$ cat src/rtl/sdm_pkg.sv
package sdm_pkg;
    localparam int CORR_W = 4;
    localparam int NSTAGE = 3;

    typedef logic signed [CORR_W-1:0] corr_t;

    typedef enum logic {
        ORD_SECOND = 1'b0,
        ORD_THIRD  = 1'b1
    } order_e;
endpackage

$ cat src/rtl/sdm_accum.sv
module sdm_accum #(
    parameter int W = 20
) (
    input  logic [W-1:0] acc_q,
    input  logic [W-1:0] addend,
    output logic [W-1:0] sum,
    output logic         carry
);
    logic [W:0] wide;

    always_comb begin
        wide  = {1'b0, acc_q} + {1'b0, addend};
        sum   = wide[W-1:0];
        carry = wide[W];
    end
endmodule

$ cat src/rtl/sdm_noise_shape.sv
module sdm_noise_shape
    import sdm_pkg::*;
(
    input  logic [NSTAGE-1:0] carry,
    input  logic              c2_dly,
    input  logic              c3_dly1,
    input  logic              c3_dly2,
    input  order_e            order,
    output corr_t             y
);
    localparam int PADW = CORR_W - 1;

    corr_t s1, s2, s2d, s3, s3d1, s3d2, diff2, diff3;

    always_comb begin
        s1    = corr_t'({{PADW{1'b0}}, carry[0]});
        s2    = corr_t'({{PADW{1'b0}}, carry[1]});
        s2d   = corr_t'({{PADW{1'b0}}, c2_dly});
        s3    = corr_t'({{PADW{1'b0}}, carry[2]});
        s3d1  = corr_t'({{PADW{1'b0}}, c3_dly1});
        s3d2  = corr_t'({{PADW{1'b0}}, c3_dly2});
        diff2 = s2 - s2d;
        diff3 = s3 - s3d1 - s3d1 + s3d2;
        if (order == ORD_THIRD)
            y = s1 + diff2 + diff3;
        else
            y = s1 + diff2;
    end
endmodule

$ cat src/rtl/sdm_frac_mod.sv
module sdm_frac_mod
    import sdm_pkg::*;
#(
    parameter int FRAC_W     = 20,
    parameter int DIV_W      = 16,
    parameter int DIV_OFFSET = 3
) (
    input  logic                     clk,
    input  logic                     rst,
    input  logic                     load,
    input  logic                     step,
    input  logic [FRAC_W-1:0]        frac_in,
    input  logic                     order_sel,
    input  logic [DIV_W-1:0]         int_div,
    output logic signed [CORR_W-1:0] corr,
    output logic [DIV_W-1:0]         div_ratio
);
    localparam int EXT_W = DIV_W - CORR_W;

    typedef struct packed {
        logic [FRAC_W-1:0]             frac;
        order_e                        order;
        logic [NSTAGE-1:0][FRAC_W-1:0] acc;
        logic                          c2_dly;
        logic                          c3_dly1;
        logic                          c3_dly2;
        corr_t                         corr;
    } state_t;

    state_t st_d, st_q;

    logic [NSTAGE-1:0][FRAC_W-1:0] addends;
    logic [NSTAGE-1:0][FRAC_W-1:0] sums;
    logic [NSTAGE-1:0]             carries;
    corr_t                         shaped;

    // Cascade of first-order accumulators: each stage adds the updated
    // content of the previous one.
    for (genvar g = 0; g < NSTAGE; g++) begin : g_stage
        if (g == 0) begin : g_head
            assign addends[g] = st_q.frac;
        end else begin : g_tail
            assign addends[g] = sums[g-1];
        end
        sdm_accum #(.W(FRAC_W)) u_acc (
            .acc_q (st_q.acc[g]),
            .addend(addends[g]),
            .sum   (sums[g]),
            .carry (carries[g])
        );
    end

    sdm_noise_shape u_shape (
        .carry  (carries),
        .c2_dly (st_q.c2_dly),
        .c3_dly1(st_q.c3_dly1),
        .c3_dly2(st_q.c3_dly2),
        .order  (st_q.order),
        .y      (shaped)
    );

    always_comb begin
        st_d = st_q;
        if (load) begin
            st_d.frac    = frac_in;
            st_d.order   = order_e'(order_sel);
            st_d.acc     = '0;
            st_d.c2_dly  = 1'b0;
            st_d.c3_dly1 = 1'b0;
            st_d.c3_dly2 = 1'b0;
            st_d.corr    = '0;
        end else if (step) begin
            if (st_q.frac == '0) begin
                // pure integer-N: modulator frozen
                st_d.corr = '0;
            end else begin
                st_d.acc     = sums;
                st_d.c2_dly  = carries[1];
                st_d.c3_dly1 = carries[2];
                st_d.c3_dly2 = st_q.c3_dly1;
                st_d.corr    = shaped;
            end
        end
    end

    always_ff @(posedge clk) begin
        if (rst)
            st_q <= '0;
        else
            st_q <= st_d;
    end

    always_comb begin
        corr      = st_q.corr;
        div_ratio = int_div + DIV_W'(DIV_OFFSET)
                  + {{EXT_W{st_q.corr[CORR_W-1]}}, st_q.corr};
    end
endmodule

$ cat config.mk
export PLATFORM = sky130hd
export DESIGN_NAME = sdm_frac_mod
export DESIGN_NICKNAME = d
export VERILOG_FILES = /design/src/rtl/sdm_pkg.sv /design/src/rtl/sdm_accum.sv /design/src/rtl/sdm_noise_shape.sv /design/src/rtl/sdm_frac_mod.sv
export SDC_FILE = /design/constraint.sdc
export NUM_CORES = 1
export LEC_CHECK = 0
export BUFFER_PORTS_ARGS = -buffer_cell sky130_fd_sc_hd__buf_2
export CAP_MARGIN = 10
export CORE_ASPECT_RATIO = 0.9
export CORE_UTILIZATION = 45
export CTS_CLUSTER_DIAMETER = 100
export DETAILED_ROUTE_END_ITERATION = 12
export PLACE_DENSITY = 0.65
export SLEW_MARGIN = 0
export SYNTH_ARGS = -nofsm -noshare
export SYNTH_HDL_FRONTEND = slang
export SYNTH_SLANG_ARGS = --single-unit
$ cat constraint.sdc
create_clock -name clk -period 6.1 [get_ports clk]
set_input_delay 1.22 -clock clk [delete_from_list [all_inputs] [get_ports clk]]
set_output_delay 1.22 -clock clk [all_outputs]
set_load 0.05 [all_outputs]
# After elaboration in Yosys (flattened, before gate mapping)
# Cells that the tools add are included.
# totals
ff_bits	88
in_bits	41
out_inout_bits	20
elab_cells	26
# op_classes
bitwise_logic	1
reduce_logical	3
mux	2
addsub	11
# ops
operator	n
20-bit by 20-bit adder with 21-bit output	3
20-bit logical NOT	1
16-bit adder	1
16-bit by 2-bit adder with 16-bit output (second input constant)	1
4-bit 2-to-1 mux	2
2-bit by 4-bit adder with 4-bit output	1
4-bit by 2-bit adder with 4-bit output	1
4-bit adder	1
1-bit by 1-bit subtractor with 2-bit output	2
4-bit by 2-bit subtractor with 4-bit output	1
2-bit AND reduction	1
2-bit OR reduction	1
1-bit NOT	1

# Logic depth before layout (Yosys ltp)
# logic_depth
word_depth	9
mapped_depth	36
mapped_depth_nobuf	36

# Hierarchy
# Synthesis repeated with hierarchy kept, for this count alone.
# hier_totals
hier_cells	938
area_unflattened_um2	7320.8
# by_module_without_submodules
mod	cells_per_inst	instances	seq_area_each_um2	area_each_um2
sdm_frac_mod	473	1	1761.7	3917.5
sdm_accum (g_stage[1].u_acc ...)	142	2	0.0	1012.2
sdm_accum (g_stage[0].u_acc)	143	1	0.0	1042.2
sdm_noise_shape	38	1	0.0	336.6

# Worst setup path before layout
# Ideal clock, no wire load.
# synth_path
path_type	reg-to-reg
from	register st_q (netlist bit addends[3])
to	register st_q (netlist bit corr[3])
path_stages_with_launch	36
arrival_time_ns	6.310
path_slack_ns	-0.277
synth_period_minus_slack_ns	6.377
setup_ns	0.067
required_time_ns	6.033
path_buffers	0
cell_sequence	dfxtp_1 -> ha_1 -> a211o_1 -> a31oi_1 -> nor2_1 -> o21a_1 -> o21a_1 -> o21a_1 -> nor2_1 -> xnor2_1 -> ha_1 -> a21o_1 -> a21o_1 -> a21oi_1 -> a31oi_1 -> o21a_1 -> nor2_1 -> xnor2_1 -> ha_1 -> a21o_1 -> a21o_1 -> a31oi_1 -> a21oi_1 -> a311o_1 -> a21oi_2 -> ha_1 -> inv_1 -> ha_1 -> inv_1 -> ha_1 -> a21o_1 -> a21oi_1 -> xnor2_1 -> a211oi_1 -> a21oi_1 -> nor2_1
# synth_rtl
item	line_no	source
start, declared	sdm_frac_mod.sv:30	state_t st_d, st_q;
start signal, assigned	sdm_frac_mod.sv:90	st_q <= st_d;

==> results list <==
* Run status: finished with violations
* Total global-route track usage: 21.7%
- Maximum fanout along the worst path: 3
* Number of nets still failing antenna checks after routing: 0
- Worst-path clk slew: 70 ps
* Final Cycle Share: 101%
- The via count of the first global-routing pass was 5897.
- Hold repair after CTS inserted 0 buffers.
* Last weighted congestion value of the routability-driven placer: 0.867
- In the routed design, unresolved DRC markers number 0.
- Area share of fa/ha/maj cells after synthesis: 19.8%
- Setup repair after global routing could not meet its margin everywhere.
- STA classifies the critical path endpoint as a flip-flop.
* Max frequency: 162 MHz
* Cell type of the slowest stage on the worst timing path: sky130_fd_sc_hd__fa_2
- In the final routed layout, each cell accounts on average for 13.9 um.
- CTS H-tree lvls: 3
* Height of the die: 120 um
* Share of flip-flops with an asynchronous set or reset: 0%
* Post-synthesis share of cell area spent on xor and xnor gates: 7.82%
- The clock passes through at most 2 buffers.
- Summing the areas of all compound-gate instances in the mapped netlist gives 22.2% of the synthesized area.
* Failing checks: negative setup slack
- Sequential elements use 25.4% of the synthesized area.
- In this run, synthesis produced a sequential element count of 88.
* Delay of the slowest cell on the worst path: 370 ps
- Starting Density: 46.7%
- Warning count from the yosys run: 0
- In this run the tightest slew margin relative to its limit is 42.9%.
- 0 antenna diodes ended up in the layout.
- Num rows: 42
- The worst setup path is of the reg2reg kind.
- For this design the total switching power over the nets is 555 uW.
- Clock tree synthesis inserted a total of 9 buffers.
* CTS Sinks: 88
- In the final timing run, aggregate negative setup slack is -204 ps.
* Number of antenna violations at the first check in global routing: 0
- For this run, the leading register cell type out of synthesis is sky130_fd_sc_hd__dfxtp_1.
- The post-route netlist has 22.0% of its cells at a drive strength greater than 1.
- Averaged over all synthesized cells, the footprint is 8.14 sq um.
- The routed design uses 7100 um of met2 wire.
- In this run the count of I/O pins placed on the die edge is 61.
* Internal power: 1090 uW
- Number of maximum-capacitance violations: 0
- Combinational logic is responsible for 29.6% of the overall power.
- Count of flip-flops with a built-in enable after synthesis: 0
* Worst path arrival time: 6430 ps
* Setup Viol. Count Final: 3
- Met1 wire length: 8850 um
* Switching Share: 33.7%
- Count of distinct cell types in the synthesized netlist: 58
* Core outline area: 14900 sq um
* P_leak: 0.00416 uW
- Hpwl dp: 12200 um
* Power per Cell Area: 192 nW/um^2
- After detailed routing, no signal wire sits above met4.
* Detailed Routing Iterations Pass 1: 4
- Across the routed clock network, the largest skew measured is 10.3 ps.
* Detailed Route WL: 16700 um
* Number of buffers added on ports: 60
* Share of power burned in registers: 37.4%
* Initial detailed-routing violation count: 385
* Clock tree from TritonCTS: built
* Final standard cell utilization of the core: 57.6%
- In this run the cell area of the synthesized design comes to 6940 sq um.
- Via total after detailed routing: 6395
- Part of the total power dissipated in the clock network: 33.0%
* Clock latency reported for the late side of the worst-skew pair: 350 ps
- STA puts the critical path data required time at 6340 ps.
- The tree is rooted in a sky130_fd_sc_hd__clkbuf_16.
- Entering global routing, the biggest net connects 52 pins.
- The number of max-slew violations in the final report was 0.
- Hold Crit Class: reg2reg
* Aggregate global routing overflow: 0
- After Yosys synthesis, and, or, nand and nor cells account for 16.6% of the synthesized area.
- In the final design database the tool counted 1146 nets.
- At the pin with the least slew margin, the transition time is 855 ps.
- The floorplan step set the die width to 133 um.
* Signed area change from the synthesized netlist to the final layout: 23.5%
- Vias per cell: 5.32
* IR drop worst, VDD: 0.135 mV
* Multiplexer share of the synthesized area: 3.77%
- Final worst slack: -89.3 ps
- By area, the combinational part of the netlist is dominated by compound AO/OA/AOI/OAI gates.
* Final hold viol count: 0
- Gate Count Post-Synth: 853
- Die Footprint: 15900 sq um
* Routed length on met3: 624 um
- Time the worst path needs with I/O delays and setup: 6190 ps
- Syn Nets: 1000
- Wire length of the first global-routing pass: 28100 um
- The worst setup path is launched from a flip-flop.
-- cell usage in the layout (no fill, tap or decap), types with 28 or more instances in the layout --
cell / instances
sky130_fd_sc_hd__a21o_1: 28
sky130_fd_sc_hd__a21oi_1: 84
sky130_fd_sc_hd__buf_2: 60
sky130_fd_sc_hd__buf_4: 107
sky130_fd_sc_hd__dfxtp_1: 85
sky130_fd_sc_hd__ha_1: 96
sky130_fd_sc_hd__inv_1: 47
sky130_fd_sc_hd__nand2_1: 83
sky130_fd_sc_hd__nor2_1: 75
sky130_fd_sc_hd__o21ai_0: 29
sky130_fd_sc_hd__xnor2_1: 45
-- flip-flops by register name, indices dropped and copies added, names as in the netlist --
register	flops
st_q	64
addends	20
corr	4
-- per-layer routing --
layer	up-vias	GRT usage (%)
li1	3346	-
met1	2937	32.1
met2	104	33.0
met3	8	4.01
met4	0	3.30
met5	-	0
-- path summary, 6_finish.rpt --
path,from,end,slack [ps],cells after the start
worst min-delay path,st_q[59],st_q[59],460,2
worst max-delay path,addends[3],corr[2],-90,34
worst max register to register,addends[3],corr[2],-90,34
worst min register to register,st_q[59],st_q[59],460,2
-- critical path: cells and delay by family, from the launching register on --
family                   cells  cell delay [ps]
flip-flops                   1              340
buffers and inverters        2              170
multiplexers                 1              140
XOR/XNOR                     3              360
AO/OA/AOI/OAI               17             3120
adder cells (fa/ha/maj)      6             1550
AND/OR/NAND/NOR              5              390
-- power groups by stage --
stage / sequential, uW / combinational, uW / clock, uW
6_report: 617 / 488 / 543
5_1_grt: 620 / 540 / 577
4_1_cts: 617 / 480 / 555
3_5_place_dp: 630 / 474 / 0
3_3_place_gp: 630 / 468 / 0
2_1_floorplan: 625 / 326 / 0
-- layout make-up --
cell class	count	area [sq um]
clock buffers	9	225
clock inverters	7	61.3
fillers	1415	6300
inverters	48	180
multi-input cells	685	4990
flip-flops and latches	88	1770
well taps	198	248
repair buffers	167	1100
-- cells in the mapped netlist (3+ instances only) --
cell type	n	area share (%)
sky130_fd_sc_hd__ha_1	100	18
sky130_fd_sc_hd__a21oi_1	88	6.3
sky130_fd_sc_hd__dfxtp_1	88	25
sky130_fd_sc_hd__nand2_1	83	4.5
sky130_fd_sc_hd__nor2_1	79	4.3
sky130_fd_sc_hd__inv_1	48	2.6
sky130_fd_sc_hd__xnor2_1	48	6.1
sky130_fd_sc_hd__o21ai_0	29	2.1
sky130_fd_sc_hd__a21o_1	28	3.0
sky130_fd_sc_hd__clkbuf_1	28	1.5
sky130_fd_sc_hd__mux2i_1	25	3.6
sky130_fd_sc_hd__nand3_1	16	1.2
sky130_fd_sc_hd__a22o_1	15	1.9
sky130_fd_sc_hd__nor3_1	15	1.1
sky130_fd_sc_hd__xor2_1	14	1.8
sky130_fd_sc_hd__a31oi_1	12	1.1
sky130_fd_sc_hd__nor4_1	11	0.99
sky130_fd_sc_hd__o21ai_1	11	0.79
sky130_fd_sc_hd__o21a_1	10	1.1
sky130_fd_sc_hd__o21bai_1	10	1.1
sky130_fd_sc_hd__a211oi_1	9	0.97
sky130_fd_sc_hd__nor2b_1	9	0.81
sky130_fd_sc_hd__nand2b_1	8	0.72
sky130_fd_sc_hd__nand4_1	7	0.63
sky130_fd_sc_hd__fa_1	6	1.7
sky130_fd_sc_hd__and4_1	4	0.50
sky130_fd_sc_hd__o211ai_1	3	0.32
sky130_fd_sc_hd__o22ai_1	3	0.27
sky130_fd_sc_hd__o31ai_1	3	0.32
sky130_fd_sc_hd__or3_1	3	0.27
-- logic make-up (layout without fill, tap and decap cells) --
logic type	after synthesis	after routing
DFF	88	88
AOI/OAI and AO/OA	242	242
adders and majority gates	106	106
muxes	26	26
xor gates and xnor gates	62	62
buffers and inverters	80	231
and+or+nand+nor	249	249
-- metrics by stage --
step                total power (uW)  area, sq um  hold slack, ps  std cells  setup WS, ps
finish                          1650         8570             458       1202         -89.3
global route                    1740         8570             488       1202          -578
CTS                             1650         8480             461       1195          -102
detailed placement              1100         8120             451       1173          -267
global placement                1100         8120             444       1173          -166
floorplan                        951         6990             429        853         -19.2
-- repair_timing --
| action | in CTS | in global routing |
|---|---|---|
| resized for setup | 6 | 10 |
| pin swaps | 17 | 11 |
| cloned | 0 | 0 |
| endpoints found under the setup margin | 3 | 4 |
| buffers inserted | 6 | 7 |
Power figures use the tool's default switching activity.
